## src/rtl/sba_pkg.sv

```systemverilog
package sba_pkg;

  typedef enum logic [2:0] {
    SEL_CTRL = 3'd0,
    SEL_ALO  = 3'd1,
    SEL_AHI  = 3'd2,
    SEL_D0   = 3'd3,
    SEL_D1   = 3'd4
  } sba_sel_e;

  localparam logic [2:0] ERR_NONE  = 3'd0;
  localparam logic [2:0] ERR_FAULT = 3'd2;
  localparam logic [2:0] ERR_SIZE  = 3'd3;

  // bytes moved by one access of the given size code
  function automatic logic [3:0] size_bytes(input logic [1:0] code);
    return 4'd1 << code;
  endfunction

  // an access size is legal when it exists and fits the configured width
  function automatic logic size_ok(input logic [2:0] code, input int max_bits);
    if (code > 3'd3) return 1'b0;
    return int'(32'd8 << code) <= max_bits;
  endfunction

  // capability flags, bit i set for a width of 8<<i
  function automatic logic [3:0] caps_for(input int max_bits);
    logic [3:0] c;
    for (int i = 0; i < 4; i++) c[i] = (8 << i) <= max_bits;
    return c;
  endfunction

endpackage

```

## src/rtl/sba_size_check.sv

```systemverilog
module sba_size_check
  import sba_pkg::*;
#(
  parameter int MAX_BITS = 64
) (
  input  logic [2:0] code,
  output logic       legal
);
  assign legal = size_ok(code, MAX_BITS);
endmodule

```

## src/rtl/sba_addr_step.sv

```systemverilog
module sba_addr_step
  import sba_pkg::*;
#(
  parameter bit ENABLE = 1'b1
) (
  input  logic [31:0] lo,
  input  logic [31:0] hi,
  input  logic [1:0]  code,
  input  logic        step,
  output logic [31:0] next_lo,
  output logic [31:0] next_hi
);
  generate
    if (ENABLE) begin : g_step
      logic [63:0] sum;
      assign sum = {hi, lo} + (step ? 64'(size_bytes(code)) : 64'd0);
      assign next_lo = sum[31:0];
      assign next_hi = sum[63:32];
    end else begin : g_hold
      logic unused_in;
      assign unused_in = step ^ (^code);
      assign next_lo = lo;
      assign next_hi = hi;
    end
  endgenerate
endmodule

```

## src/rtl/sba_read_fit.sv

```systemverilog
module sba_read_fit (
  input  logic [1:0]  code,
  input  logic [63:0] raw,
  input  logic [31:0] d1_old,
  output logic [31:0] d0_new,
  output logic [31:0] d1_new
);
  always_comb begin
    unique case (code)
      2'd0:    d0_new = {24'd0, raw[7:0]};
      2'd1:    d0_new = {16'd0, raw[15:0]};
      default: d0_new = raw[31:0];
    endcase
    d1_new = (code == 2'd3) ? raw[63:32] : d1_old;
  end
endmodule

```

## src/rtl/sba_engine.sv

```systemverilog
module sba_engine
  import sba_pkg::*;
#(
  parameter int MAX_BITS = 64
) (
  input  logic        clk,
  input  logic        rst_n,
  input  logic [2:0]  reg_sel,
  input  logic        reg_we,
  input  logic [31:0] reg_wdata,
  output logic [31:0] reg_rdata,
  output logic        mem_req,
  output logic        mem_we,
  output logic [63:0] mem_addr,
  output logic [1:0]  mem_size,
  output logic [63:0] mem_wdata,
  input  logic        mem_rsp,
  input  logic [63:0] mem_rdata,
  input  logic        mem_fault
);
  localparam bit         HAS_MASTER  = (MAX_BITS > 0);
  localparam logic [2:0] VERSION_RPT = HAS_MASTER ? 3'd1 : 3'd0;
  localparam logic [6:0] AWIDTH_RPT  = HAS_MASTER ? 7'd64 : 7'd0;
  localparam logic [3:0] CAPS        = caps_for(MAX_BITS);

  logic [2:0]  size_q, err_q, err_d;
  logic        auto_q, busy_q, req_q, we_q;
  logic [31:0] alo_q, ahi_q, d0_q, d1_q;

  // named events used by logic and assertions
  logic       wr_ctrl, wr_alo, wr_ahi, wr_d0, wr_d1;
  logic       start_req, start_legal, issue, reject, rsp_fire;
  logic [2:0] start_code;
  logic [31:0] step_lo, step_hi, fit_d0, fit_d1;

  assign wr_ctrl = reg_we && (reg_sel == SEL_CTRL);
  assign wr_alo  = reg_we && (reg_sel == SEL_ALO);
  assign wr_ahi  = reg_we && (reg_sel == SEL_AHI);
  assign wr_d0   = reg_we && (reg_sel == SEL_D0);
  assign wr_d1   = reg_we && (reg_sel == SEL_D1);

  assign start_code = wr_ctrl ? reg_wdata[2:0] : size_q;
  assign start_req  = !busy_q && ((wr_ctrl && reg_wdata[8]) || wr_d0);
  assign issue      = start_req && start_legal;
  assign reject     = start_req && !start_legal;
  assign rsp_fire   = busy_q && mem_rsp;

  sba_size_check #(.MAX_BITS(MAX_BITS)) u_size (
    .code  (start_code),
    .legal (start_legal)
  );

  sba_addr_step #(.ENABLE(HAS_MASTER)) u_step (
    .lo      (alo_q),
    .hi      (ahi_q),
    .code    (size_q[1:0]),
    .step    (auto_q),
    .next_lo (step_lo),
    .next_hi (step_hi)
  );

  sba_read_fit u_fit (
    .code   (size_q[1:0]),
    .raw    (mem_rdata),
    .d1_old (d1_q),
    .d0_new (fit_d0),
    .d1_new (fit_d1)
  );

  // error field: clear first, then any new code wins
  always_comb begin
    err_d = err_q;
    if (wr_ctrl) err_d = err_d & ~reg_wdata[6:4];
    if (reject) err_d = ERR_SIZE;
    if (rsp_fire && mem_fault) err_d = ERR_FAULT;
  end

  always_ff @(posedge clk) begin
    if (!rst_n) begin
      size_q <= '0;
      auto_q <= 1'b0;
      err_q  <= ERR_NONE;
      busy_q <= 1'b0;
      req_q  <= 1'b0;
      we_q   <= 1'b0;
      alo_q  <= '0;
      ahi_q  <= '0;
      d0_q   <= '0;
      d1_q   <= '0;
    end else begin
      err_q <= err_d;
      req_q <= issue;
      if (issue) begin
        busy_q <= 1'b1;
        we_q   <= wr_d0;
      end
      if (!busy_q) begin
        if (wr_ctrl) begin
          size_q <= reg_wdata[2:0];
          auto_q <= reg_wdata[3];
        end
        if (wr_alo) alo_q <= reg_wdata;
        if (wr_ahi) ahi_q <= reg_wdata;
        if (wr_d0)  d0_q  <= reg_wdata;
        if (wr_d1)  d1_q  <= reg_wdata;
      end
      if (rsp_fire) begin
        busy_q <= 1'b0;
        alo_q  <= step_lo;
        ahi_q  <= step_hi;
        if (!we_q && !mem_fault) begin
          d0_q <= fit_d0;
          d1_q <= fit_d1;
        end
      end
    end
  end

  always_comb begin
    unique case (reg_sel)
      SEL_CTRL: reg_rdata = {9'd0, VERSION_RPT, AWIDTH_RPT, CAPS, 1'b0,
                             busy_q, err_q, auto_q, size_q};
      SEL_ALO:  reg_rdata = alo_q;
      SEL_AHI:  reg_rdata = ahi_q;
      SEL_D0:   reg_rdata = d0_q;
      SEL_D1:   reg_rdata = d1_q;
      default:  reg_rdata = '0;
    endcase
  end

  assign mem_req   = req_q;
  assign mem_we    = we_q;
  assign mem_addr  = {ahi_q, alo_q};
  assign mem_size  = size_q[1:0];
  assign mem_wdata = {d1_q, d0_q};

  // a request lasts one cycle
  a_r1_req_pulse: assert property (@(posedge clk) disable iff (!rst_n)
    mem_req |=> !mem_req);

  // a request only goes out for a size the configuration allows
  a_r2_req_legal: assert property (@(posedge clk) disable iff (!rst_n)
    mem_req |-> size_ok(size_q, MAX_BITS));

  // a rejected start leaves code 3
  a_r2_reject_code: assert property (@(posedge clk) disable iff (!rst_n)
    reject |=> (err_q == ERR_SIZE) && !mem_req);

  // a faulting response leaves code 2 and the data words alone
  a_r3_fault_code: assert property (@(posedge clk) disable iff (!rst_n)
    rsp_fire && mem_fault |=> (err_q == ERR_FAULT) && $stable(d0_q) && $stable(d1_q));

  // completion steps the address by the access size when enabled
  a_r7_step: assert property (@(posedge clk) disable iff (!rst_n)
    rsp_fire && auto_q && HAS_MASTER |=>
      {ahi_q, alo_q} == $past({ahi_q, alo_q}) + 64'($past(size_bytes(size_q[1:0]))));

  // busy covers the request and ends at the response
  a_r9_busy_req: assert property (@(posedge clk) disable iff (!rst_n)
    mem_req |-> busy_q);

  a_r9_busy_end: assert property (@(posedge clk) disable iff (!rst_n)
    rsp_fire |=> !busy_q);

  // address is frozen while waiting
  a_r9_addr_hold: assert property (@(posedge clk) disable iff (!rst_n)
    busy_q && !mem_rsp |=> $stable(alo_q) && $stable(ahi_q) && $stable(size_q));

endmodule

```

## config.mk

```make
export PLATFORM = sky130hd
export DESIGN_NAME = sba_engine
export DESIGN_NICKNAME = d
export VERILOG_FILES = /design/src/rtl/sba_pkg.sv /design/src/rtl/sba_size_check.sv /design/src/rtl/sba_addr_step.sv /design/src/rtl/sba_read_fit.sv /design/src/rtl/sba_engine.sv
export SDC_FILE = /design/constraint.sdc
export NUM_CORES = 1
export LEC_CHECK = 0
export BUFFER_PORTS_ARGS = -buffer_cell sky130_fd_sc_hd__clkbuf_2
export CELL_PAD_IN_SITES_DETAIL_PLACEMENT = 1
export CELL_PAD_IN_SITES_GLOBAL_PLACEMENT = 1
export CORE_ASPECT_RATIO = 2
export CORE_MARGIN = 1
export CORE_UTILIZATION = 36
export DETAILED_ROUTE_END_ITERATION = 6
export GPL_TIMING_DRIVEN = 0
export PLACE_DENSITY_LB_ADDON = 0.15
export SYNTH_ARGS = -nofsm -noshare
export SYNTH_HDL_FRONTEND = slang
export SYNTH_SLANG_ARGS = --single-unit
```

## constraint.sdc

```tcl
create_clock -name clk -period 3.16 [get_ports clk]
set_input_delay 0.158 -clock clk [delete_from_list [all_inputs] [get_ports clk]]
set_output_delay 0.158 -clock clk [all_outputs]
set_load 0.1 [all_outputs]
```

==> results of run 1 <==
## worst paths after layout
| kind | start | end | depth (start not counted) |
|---|---|---|---|
| worst max-delay path | flip-flop | alo_q[20]$_SDFFE_PN0P_ | 12 |
| worst min-delay path | mem_rdata[19] | d0_q[19]$_SDFF_PN0_ | 3 |
| worst min register to register | err_q[2]$_SDFFE_PP0N_ | err_q[2]$_SDFFE_PP0N_ | 2 |
| worst max register to register | flip-flop | alo_q[20]$_SDFFE_PN0P_ | 12 |
## registers in the layout, summed over array words and instances (netlist names), 3 cells and up, named ones only
name	count
ahi_q	32
alo_q	32
d0_q	32
d1_q	32
err_q	3
## per-stage QoR
step / total power, mW / hold WS [ns] / std cells / TNS [ns] / setup slack [ns]
after detailed placement: 2.89 / 0.406 / 1647 / -14.59 / -0.462
after floorplan: 2.56 / 0.263 / 1105 / 0 / 0.0539
after global placement: 2.88 / 0.394 / 1647 / -11.93 / -0.404
final: 4.94 / 0.00346 / 1708 / 0 / 0.0952
after CTS: 4.93 / 0.00223 / 1706 / 0 / 0.0641
after global routing: 5.06 / 0.00678 / 1708 / -0.0233 / -0.0233
## critical path, cell delays in order, from the launching register on
cell      delay (ns)
dfxtp_1         0.33
clkbuf_1        0.42
nor3b_2         0.12
ha_1            0.25
fa_1            0.47
a211oi_4        0.41
nor4_4          0.10
buf_4           0.17
buf_4           0.13
buf_4           0.15
a31oi_1         0.16
o21ai_0         0.09
a31oi_1         0.18
## kinds of logic (layout without fill, tap and decap cells)
| kind of cell | after synthesis | after routing | share of synthesized area, % |
|---|---|---|---|
| DFF | 138 | 138 | 33.8 |
| xor gates and xnor gates | 13 | 13 | 1.39 |
| AOI/OAI and AO/OA | 331 | 331 | 26.6 |
| buffers and inverters | 111 | 438 | 5.73 |
| adders and majority gates | 5 | 5 | 0.858 |
| and+or+nand+nor | 482 | 482 | 28.3 |
| muxes | 25 | 25 | 3.23 |
## layout by cell type (no fill, tap or decap), drive strengths merged, types with 3 or more instances in the layout
| cell type | synthesis | final |
|---|---|---|
| dfxtp | 138 | 138 |
| o21ai | 38 | 38 |
| clkinv | 0 | 7 |
| nand3b | 3 | 3 |
| nor3b | 3 | 3 |
| dlygate4sd3 | 0 | 27 |
| nand3 | 45 | 45 |
| and3 | 25 | 25 |
| ha | 4 | 4 |
| inv | 20 | 23 |
| nand4 | 25 | 25 |
| o221ai | 5 | 5 |
| a2bb2oi | 4 | 4 |
| and2 | 7 | 7 |
| or2 | 3 | 3 |
| nor2 | 118 | 118 |
| a32oi | 5 | 5 |
| nor3 | 49 | 49 |
| o22ai | 44 | 44 |
| a211oi | 6 | 6 |
| nor4 | 10 | 10 |
| a21oi | 86 | 86 |
| a31oi | 43 | 43 |
| o31a | 4 | 4 |
| o21a | 5 | 5 |
| a311oi | 15 | 15 |
| and4 | 5 | 5 |
| buf | 28 | 32 |
| o211ai | 8 | 8 |
| xnor2 | 5 | 5 |
| mux2i | 23 | 23 |
| a221oi | 5 | 5 |
| nand2b | 3 | 3 |
| clkbuf | 63 | 345 |
| a221o | 8 | 8 |
| xor2 | 8 | 8 |
| nand2 | 176 | 176 |
| a22oi | 39 | 39 |
| a31o | 4 | 4 |
| or3 | 6 | 6 |
## routing by layer
layer  global-route usage [%]  up-vias
met1                     39.9     5315
met4                     41.4        0
met5                        0        -
met2                     67.9      615
li1                         -     4720
met3                     7.16      253
## area by class of cell
class	count	area share, %
Buffer	91	3.72
Clock buffer	17	3.95
Clock inverter	14	1.37
Inverter	20	0.698
Multi-Input combinational cell	856	46.3
Sequential cell	138	25.7
Tap cell	276	3.21
Timing Repair Buffer	296	15.1
## timing repair
item                                   in CTS  in global routing
hold buffers                               27                  0
resized for setup                           8                 11
pin swaps                                   1                  2
buffers inserted                            1                  2
setup endpoints to repair                  57                 31
endpoints found under the hold margin      27                  0
## where the power goes
group / internal (mW) / switching (mW) / total (mW)
sequential: 1.79 / 0.0860 / 1.88
combinational: 0.211 / 0.810 / 1.02
clock: 1.16 / 0.879 / 2.04
==> impl_metrics.xml, run 1 <==
<?xml version="1.0" encoding="UTF-8"?>
<metrics>
  <group name="synth">
    <metric name="ys_top_cells_by_area" unit="">dfxtp_1 (34%), nand2_1 (8.0%), nor2_1 (5.4%)</metric>
    <metric name="synth_top_area_share" unit="%">33.8</metric>
    <metric name="ys.flop_type" unit="">dfxtp_1</metric>
    <metric name="async_reset_ff_share" unit="%">0</metric>
    <metric name="synth.most_common_cell" unit="">nand2_1</metric>
    <metric name="synth_cell_type_count" unit="">76</metric>
    <metric name="synth_enable_flop_cells" unit="">0</metric>
    <metric name="synth.cells.most_frequent" unit="">nand2_1 (175), dfxtp_1 (138), nor2_1 (117)</metric>
    <metric name="sequential_to_total_area_share_from_yosys_stat" unit="%">33.8</metric>
    <metric name="area_of_the_mapped_netlist" unit="mm^2">0.00817</metric>
    <metric name="synth_area_per_cell" unit="um^2">7.39</metric>
    <metric name="ys_seq_elements" unit="">138</metric>
    <metric name="synth_fp_nets" unit="">1214</metric>
    <metric name="synthesis.yosys.warnings" unit="">0</metric>
    <metric name="yosysTopAreaCell" unit="">dfxtp_1</metric>
    <metric name="netlist_instances" unit="">1105</metric>
  </group>
  <group name="global_routing">
    <metric name="antenna_violations_before_repair" unit="">0</metric>
    <metric name="gr-usage-all-layers" unit="%">40.6</metric>
    <metric name="first_global_vias" unit="">11100</metric>
    <metric name="grt_max_degree" unit="">17</metric>
    <metric name="globalRoute.totalOverflow" unit="">0</metric>
    <metric name="grt_first_pass_wirelength" unit="mm">67.6</metric>
  </group>
  <group name="clocking">
    <metric name="clock_tree_from_tritoncts" unit="">yes</metric>
    <metric name="ctsHtreeMaxLevel" unit="">4</metric>
    <metric name="path_clk_slew" unit="ns">0.06</metric>
    <metric name="bufs_on_longest_clock_path" unit="">2</metric>
    <metric name="cts_buffers" unit="">17</metric>
    <metric name="cts.sinks" unit="">138</metric>
    <metric name="cts-root-buf" unit="">clkbuf_16</metric>
    <metric name="insertion_delay" unit="ns">0.46</metric>
  </group>
  <group name="floorplanning">
    <metric name="floorplan.die_area" unit="mm^2">0.0233</metric>
    <metric name="core.rowCount" unit="">77</metric>
    <metric name="chipWidth" unit="um">109</metric>
    <metric name="die_h" unit="um">215</metric>
    <metric name="core_area" unit="mm^2">0.0222</metric>
    <metric name="effective_utilization_at_floorplan" unit="%">36.9</metric>
    <metric name="number_of_placed_i_o_pins" unit="">268</metric>
  </group>
  <group name="setup_path">
    <metric name="path_class" unit="">flip-flop to flip-flop</metric>
    <metric name="endpoint_kind" unit="">flip-flop</metric>
    <metric name="worstPathRequired" unit="ns">3.53</metric>
    <metric name="crit_fanout" unit="">8</metric>
    <metric name="rrSetupSlack" unit="ns">0.1</metric>
    <metric name="timing.critical_path.from_type" unit="">flip-flop</metric>
    <metric name="critical_path_arrival" unit="ns">3.44</metric>
  </group>
  <group name="placement">
    <metric name="sum_of_net_half_perimeters_after_detailed_placement" unit="mm">36.5</metric>
    <metric name="numPortBuffers" unit="">266</metric>
    <metric name="postPlaceCellArea" unit="mm^2">0.00985</metric>
    <metric name="gp_congestion" unit="">0.959</metric>
  </group>
  <group name="power_and_ir_drop">
    <metric name="total_power_density_per_cell_area" unit="mW/mm^2">459</metric>
    <metric name="peak_supply_drop" unit="mV">0.284</metric>
    <metric name="p_leak" unit="nW">4.51</metric>
  </group>
  <group name="layout">
    <metric name="postLayoutCoreUtil" unit="%">48.6</metric>
    <metric name="post_route_cells_drive_above_1_share" unit="%">25.5</metric>
    <metric name="antennaDiodeCount" unit="">0</metric>
    <metric name="design.final.nets" unit="">1529</metric>
    <metric name="final-seq-area" unit="mm^2">0.00276</metric>
    <metric name="syn_to_final_growth" unit="%">31.7</metric>
    <metric name="fillers" unit="">2906</metric>
    <metric name="area_occupied_by_multi_input_gates" unit="mm^2">0.00498</metric>
    <metric name="post_route_cell_area" unit="mm^2">0.0108</metric>
  </group>
  <group name="route">
    <metric name="top_signal_layer_used" unit="">met4</metric>
    <metric name="route.vias.total" unit="">10900</metric>
    <metric name="routed-wl-met2" unit="mm">23.1</metric>
    <metric name="firstDrtPassIters" unit="">7</metric>
    <metric name="routed_wl" unit="mm">47.1</metric>
    <metric name="drc_errors" unit="">0</metric>
    <metric name="length_of_routed_wiring_on_met1" unit="mm">15.6</metric>
    <metric name="final_ant_viol_nets" unit="">0</metric>
    <metric name="detailed_routed_wire_length_on_met3" unit="mm">2.67</metric>
    <metric name="detail_route.vias_per_cell" unit="">6.38</metric>
    <metric name="drtIter0Drc" unit="">735</metric>
    <metric name="avgRoutedWirePerCell" unit="um">27.6</metric>
  </group>
  <group name="timing">
    <metric name="timing.fmax" unit="MHz">326</metric>
    <metric name="layout_min_cycle_time" unit="ns">3.06</metric>
    <metric name="setup_viol_count_final" unit="">0</metric>
    <metric name="tightest_slew" unit="ns">0.865</metric>
    <metric name="slew_headroom" unit="%">41.9</metric>
    <metric name="final_critical_path_share_of_the_clock_period" unit="%">97.0</metric>
    <metric name="rsz0062_at_grt" unit="">yes</metric>
    <metric name="final_hold_viol_count" unit="">0</metric>
    <metric name="clock-skew-final" unit="ns">0.0136</metric>
    <metric name="finalMaxSlewViolations" unit="">0</metric>
  </group>
  <group name="hold_path">
    <metric name="min_path_type" unit="">input pin to flip-flop</metric>
  </group>
  <group name="status">
    <metric name="outcome" unit="">finished, final reports clean</metric>
  </group>
  <group name="run">
    <metric name="maxCapViolations" unit="">0</metric>
  </group>
</metrics>
No activity file was read; power rests on OpenSTA's default activity.
==> run 2, diff against run 1 <==
--- a/config.mk
+++ b/config.mk
@@ -12,3 +12,3 @@
 export CORE_MARGIN = 1
-export CORE_UTILIZATION = 36
+export CORE_UTILIZATION = 40
 export DETAILED_ROUTE_END_ITERATION = 6
@@ -16,4 +16,6 @@
 export PLACE_DENSITY_LB_ADDON = 0.15
+export SKIP_LAST_GASP = 1
 export SYNTH_ARGS = -nofsm -noshare
 export SYNTH_HDL_FRONTEND = slang
+export SYNTH_HIERARCHICAL = 1
 export SYNTH_SLANG_ARGS = --single-unit
==> constraint.sdc (replaced) <==
create_clock -name clk -period 3.16 [get_ports clk]
set_input_delay 0.632 -clock clk [delete_from_list [all_inputs] [get_ports clk]]
set_output_delay 0.632 -clock clk [all_outputs]
set_load 0.1 [all_outputs]
==> run 2 against run 1 <==
  * The flow now finishes with violations (setup timing)
  * Non-clock buffer count increased by 12
  * Critical path depth is 5 lower
  * Critical path type is now input pin to primary output
  * Highest routed layer unchanged
  * Critical endpoint is now reg_rdata[16]
  * Hold slack improved by 0.48 ns
  * Utilization grew 3.2 points
==> impl_metrics.xml, run 2 <==
<?xml version="1.0" encoding="UTF-8"?>
<metrics>
  <group name="route">
    <metric name="detail_route.vias_per_cell" unit="">6.37</metric>
    <metric name="top_signal_layer_used" unit="">met4</metric>
    <metric name="length_of_routed_wiring_on_met1" unit="mm">18.0</metric>
    <metric name="detailed_routed_wire_length_on_met3" unit="mm">2.38</metric>
    <metric name="drc_errors" unit="">0</metric>
    <metric name="drtIter0Drc" unit="">828</metric>
    <metric name="route.vias.total" unit="">11700</metric>
    <metric name="firstDrtPassIters" unit="">5</metric>
    <metric name="routed-wl-met2" unit="mm">25.3</metric>
    <metric name="routed_wl" unit="mm">51.1</metric>
    <metric name="final_ant_viol_nets" unit="">0</metric>
    <metric name="avgRoutedWirePerCell" unit="um">27.8</metric>
  </group>
  <group name="layout">
    <metric name="antennaDiodeCount" unit="">0</metric>
    <metric name="post_route_cell_area" unit="mm^2">0.0127</metric>
    <metric name="postLayoutCoreUtil" unit="%">51.8</metric>
    <metric name="design.final.nets" unit="">1603</metric>
    <metric name="area_occupied_by_multi_input_gates" unit="mm^2">0.00661</metric>
    <metric name="fillers" unit="">3097</metric>
    <metric name="final-seq-area" unit="mm^2">0.00277</metric>
    <metric name="post_route_cells_drive_above_1_share" unit="%">31.7</metric>
    <metric name="layout_commonest_cell" unit="">clkbuf_2</metric>
    <metric name="syn_to_final_growth" unit="%">26.4</metric>
    <metric name="final_cell_mix" unit="">clkbuf_2 (234), dfxtp_1 (137), o21ai_0 (128), a21oi_1 (86), clkbuf_1 (71)</metric>
    <metric name="final_cell_count_no_fill" unit="">1838</metric>
  </group>
  <group name="setup_path">
    <metric name="endpoint_kind" unit="">primary output</metric>
    <metric name="path_class" unit="">input pin to primary output</metric>
    <metric name="worstPathRequired" unit="ns">2.53</metric>
    <metric name="crit_fanout" unit="">10</metric>
    <metric name="timing.critical_path.from_type" unit="">input pin</metric>
    <metric name="critical_path_arrival" unit="ns">2.54</metric>
    <metric name="reg2regPathDepth" unit="">12</metric>
  </group>
  <group name="global_routing">
    <metric name="grt_max_degree" unit="">18</metric>
    <metric name="antenna_violations_before_repair" unit="">0</metric>
    <metric name="globalRoute.totalOverflow" unit="">0</metric>
    <metric name="gr-usage-all-layers" unit="%">39.9</metric>
    <metric name="first_global_vias" unit="">12000</metric>
    <metric name="grt_first_pass_wirelength" unit="mm">74.8</metric>
  </group>
  <group name="clocking">
    <metric name="path_clk_slew" unit="ns">0.06</metric>
    <metric name="cts-root-buf" unit="">clkbuf_16</metric>
    <metric name="insertion_delay" unit="ns">0.46</metric>
    <metric name="ctsHtreeMaxLevel" unit="">4</metric>
    <metric name="cts_buffers" unit="">17</metric>
    <metric name="cts.sinks" unit="">138</metric>
    <metric name="clock_tree_from_tritoncts" unit="">yes</metric>
    <metric name="bufs_on_longest_clock_path" unit="">2</metric>
    <metric name="postCtsHoldBufs" unit="">0</metric>
  </group>
  <group name="timing">
    <metric name="setup_viol_count_final" unit="">1</metric>
    <metric name="rsz0062_at_grt" unit="">yes</metric>
    <metric name="clock-skew-final" unit="ns">0.0133</metric>
    <metric name="timing.fmax" unit="MHz">316</metric>
    <metric name="fin_ws" unit="ns">-0.00732</metric>
    <metric name="finalMaxSlewViolations" unit="">0</metric>
    <metric name="slew_headroom" unit="%">36.5</metric>
    <metric name="layout_min_cycle_time" unit="ns">3.17</metric>
    <metric name="final_critical_path_share_of_the_clock_period" unit="%">100</metric>
    <metric name="finalSetupTns" unit="ns">-0.00732</metric>
    <metric name="final_hold_viol_count" unit="">0</metric>
    <metric name="tightest_slew" unit="ns">0.953</metric>
    <metric name="hold_ws" unit="ns">0.483</metric>
  </group>
  <group name="synth">
    <metric name="synthesis.yosys.warnings" unit="">6</metric>
    <metric name="netlist_instances" unit="">1214</metric>
    <metric name="area_of_the_mapped_netlist" unit="mm^2">0.0101</metric>
    <metric name="synth_area_per_cell" unit="um^2">8.28</metric>
    <metric name="synth_fp_nets" unit="">1323</metric>
  </group>
  <group name="power_and_ir_drop">
    <metric name="total_power_density_per_cell_area" unit="mW/mm^2">430</metric>
    <metric name="power_switching_share" unit="%">37.1</metric>
    <metric name="power_switching" unit="mW">2.03</metric>
    <metric name="power_report.internal_total" unit="mW">3.44</metric>
    <metric name="power.share.clock" unit="%">40.4</metric>
    <metric name="power.sequential.fraction" unit="%">34.9</metric>
    <metric name="p_leak" unit="nW">5.13</metric>
    <metric name="fin_total_pwr" unit="mW">5.46</metric>
    <metric name="power.combinational.fraction" unit="%">24.7</metric>
    <metric name="peak_supply_drop" unit="mV">0.337</metric>
  </group>
  <group name="floorplanning">
    <metric name="effective_utilization_at_floorplan" unit="%">41.0</metric>
    <metric name="chipWidth" unit="um">114</metric>
    <metric name="number_of_placed_i_o_pins" unit="">268</metric>
    <metric name="floorplan.die_area" unit="mm^2">0.0258</metric>
    <metric name="core_area" unit="mm^2">0.0245</metric>
    <metric name="core.rowCount" unit="">81</metric>
    <metric name="die_h" unit="um">226</metric>
  </group>
  <group name="run">
    <metric name="maxCapViolations" unit="">0</metric>
  </group>
  <group name="hold_path">
    <metric name="min_path_cells" unit="">3</metric>
    <metric name="min_path_type" unit="">input pin to flip-flop</metric>
  </group>
  <group name="placement">
    <metric name="dp_worst_setup_slack" unit="ns">-0.469</metric>
    <metric name="numPortBuffers" unit="">258</metric>
    <metric name="postPlaceCellArea" unit="mm^2">0.0119</metric>
    <metric name="gp_congestion" unit="">0.940</metric>
    <metric name="sum_of_net_half_perimeters_after_detailed_placement" unit="mm">39.0</metric>
    <metric name="numPlacedInstances" unit="">1804</metric>
  </group>
  <group name="status">
    <metric name="violations" unit="">setup timing</metric>
    <metric name="outcome" unit="">finished, violations left</metric>
  </group>
</metrics>
==> run 2: changes by cell type in the layout (fill, tap and decap cells not counted), sizes merged, moves of 29 or more <==
cell | previous run | this run
o21ai | 38 | 129
nor4 | 10 | 43
buf | 32 | 66
o22ai | 44 | 15
nand3 | 45 | 15
nand2 | 176 | 34
a31oi | 43 | 13
a211oi | 6 | 71
mux2 | 1 | 59
nor2 | 118 | 23
==> run 2: worst max-delay path, stage by stage <==
cell and delay, ns:
clkbuf_2 0.12, buf_4 0.25, buf_4 0.28, mux2_2 0.43, a22oi_1 0.41, o2bb2ai_2 0.10
clkbuf_4 0.30
==> run 2: cell type report <==
type | count | area share [%]
well taps | 332 | 3.27
multi-input cells | 887 | 52.0
repair buffers | 262 | 11.0
flip-flops and latches | 138 | 21.8
inverters | 51 | 1.51
plain buffers | 137 | 5.65
clock buffers | 19 | 3.49
clock inverters | 12 | 1.37
==> run 2: path summary, 6_finish.rpt <==
check	from	end	slack (ns)
max	reg_sel[0]	reg_rdata[16]	-0.007
max reg2reg	size_q[0]$_SDFFE_PN0N_	alo_q[22]$_SDFFE_PN0P_	0.10
min reg2reg	err_q[0]$_SDFFE_PP0P_	err_q[0]$_SDFFE_PP0P_	0.49
min	mem_rdata[3]	d0_q[3]$_SDFF_PN0_	0.48
==> run 2: metal layers <==
layer / vias to the layer above / global-route usage [%]
li1: 5162 / -
met1: 5756 / 42.0
met2: 578 / 68.2
met3: 215 / 5.13
met4: 0 / 36.7
met5: - / 0
==> run 2: what timing repair did <==
| item | 4_1_cts | 5_1_grt |
|---|---|---|
| pin swaps | 2 | 1 |
| resized for setup | 36 | 16 |
| endpoints found under the setup margin | 77 | 31 |
| setup buffers | 1 | 3 |
| endpoints found under the hold margin | 0 | 0 |
==> run 2: power groups by stage <==
| stage | clock, mW | combinational, mW | sequential, mW |
|---|---|---|---|
| CTS | 2.21 | 1.33 | 1.90 |
| floorplan | 0 | 0.526 | 2.33 |
| finish | 2.21 | 1.35 | 1.91 |
| global placement | 0 | 1.30 | 1.94 |
| detailed placement | 0 | 1.31 | 1.94 |
| global route | 2.28 | 1.39 | 1.91 |
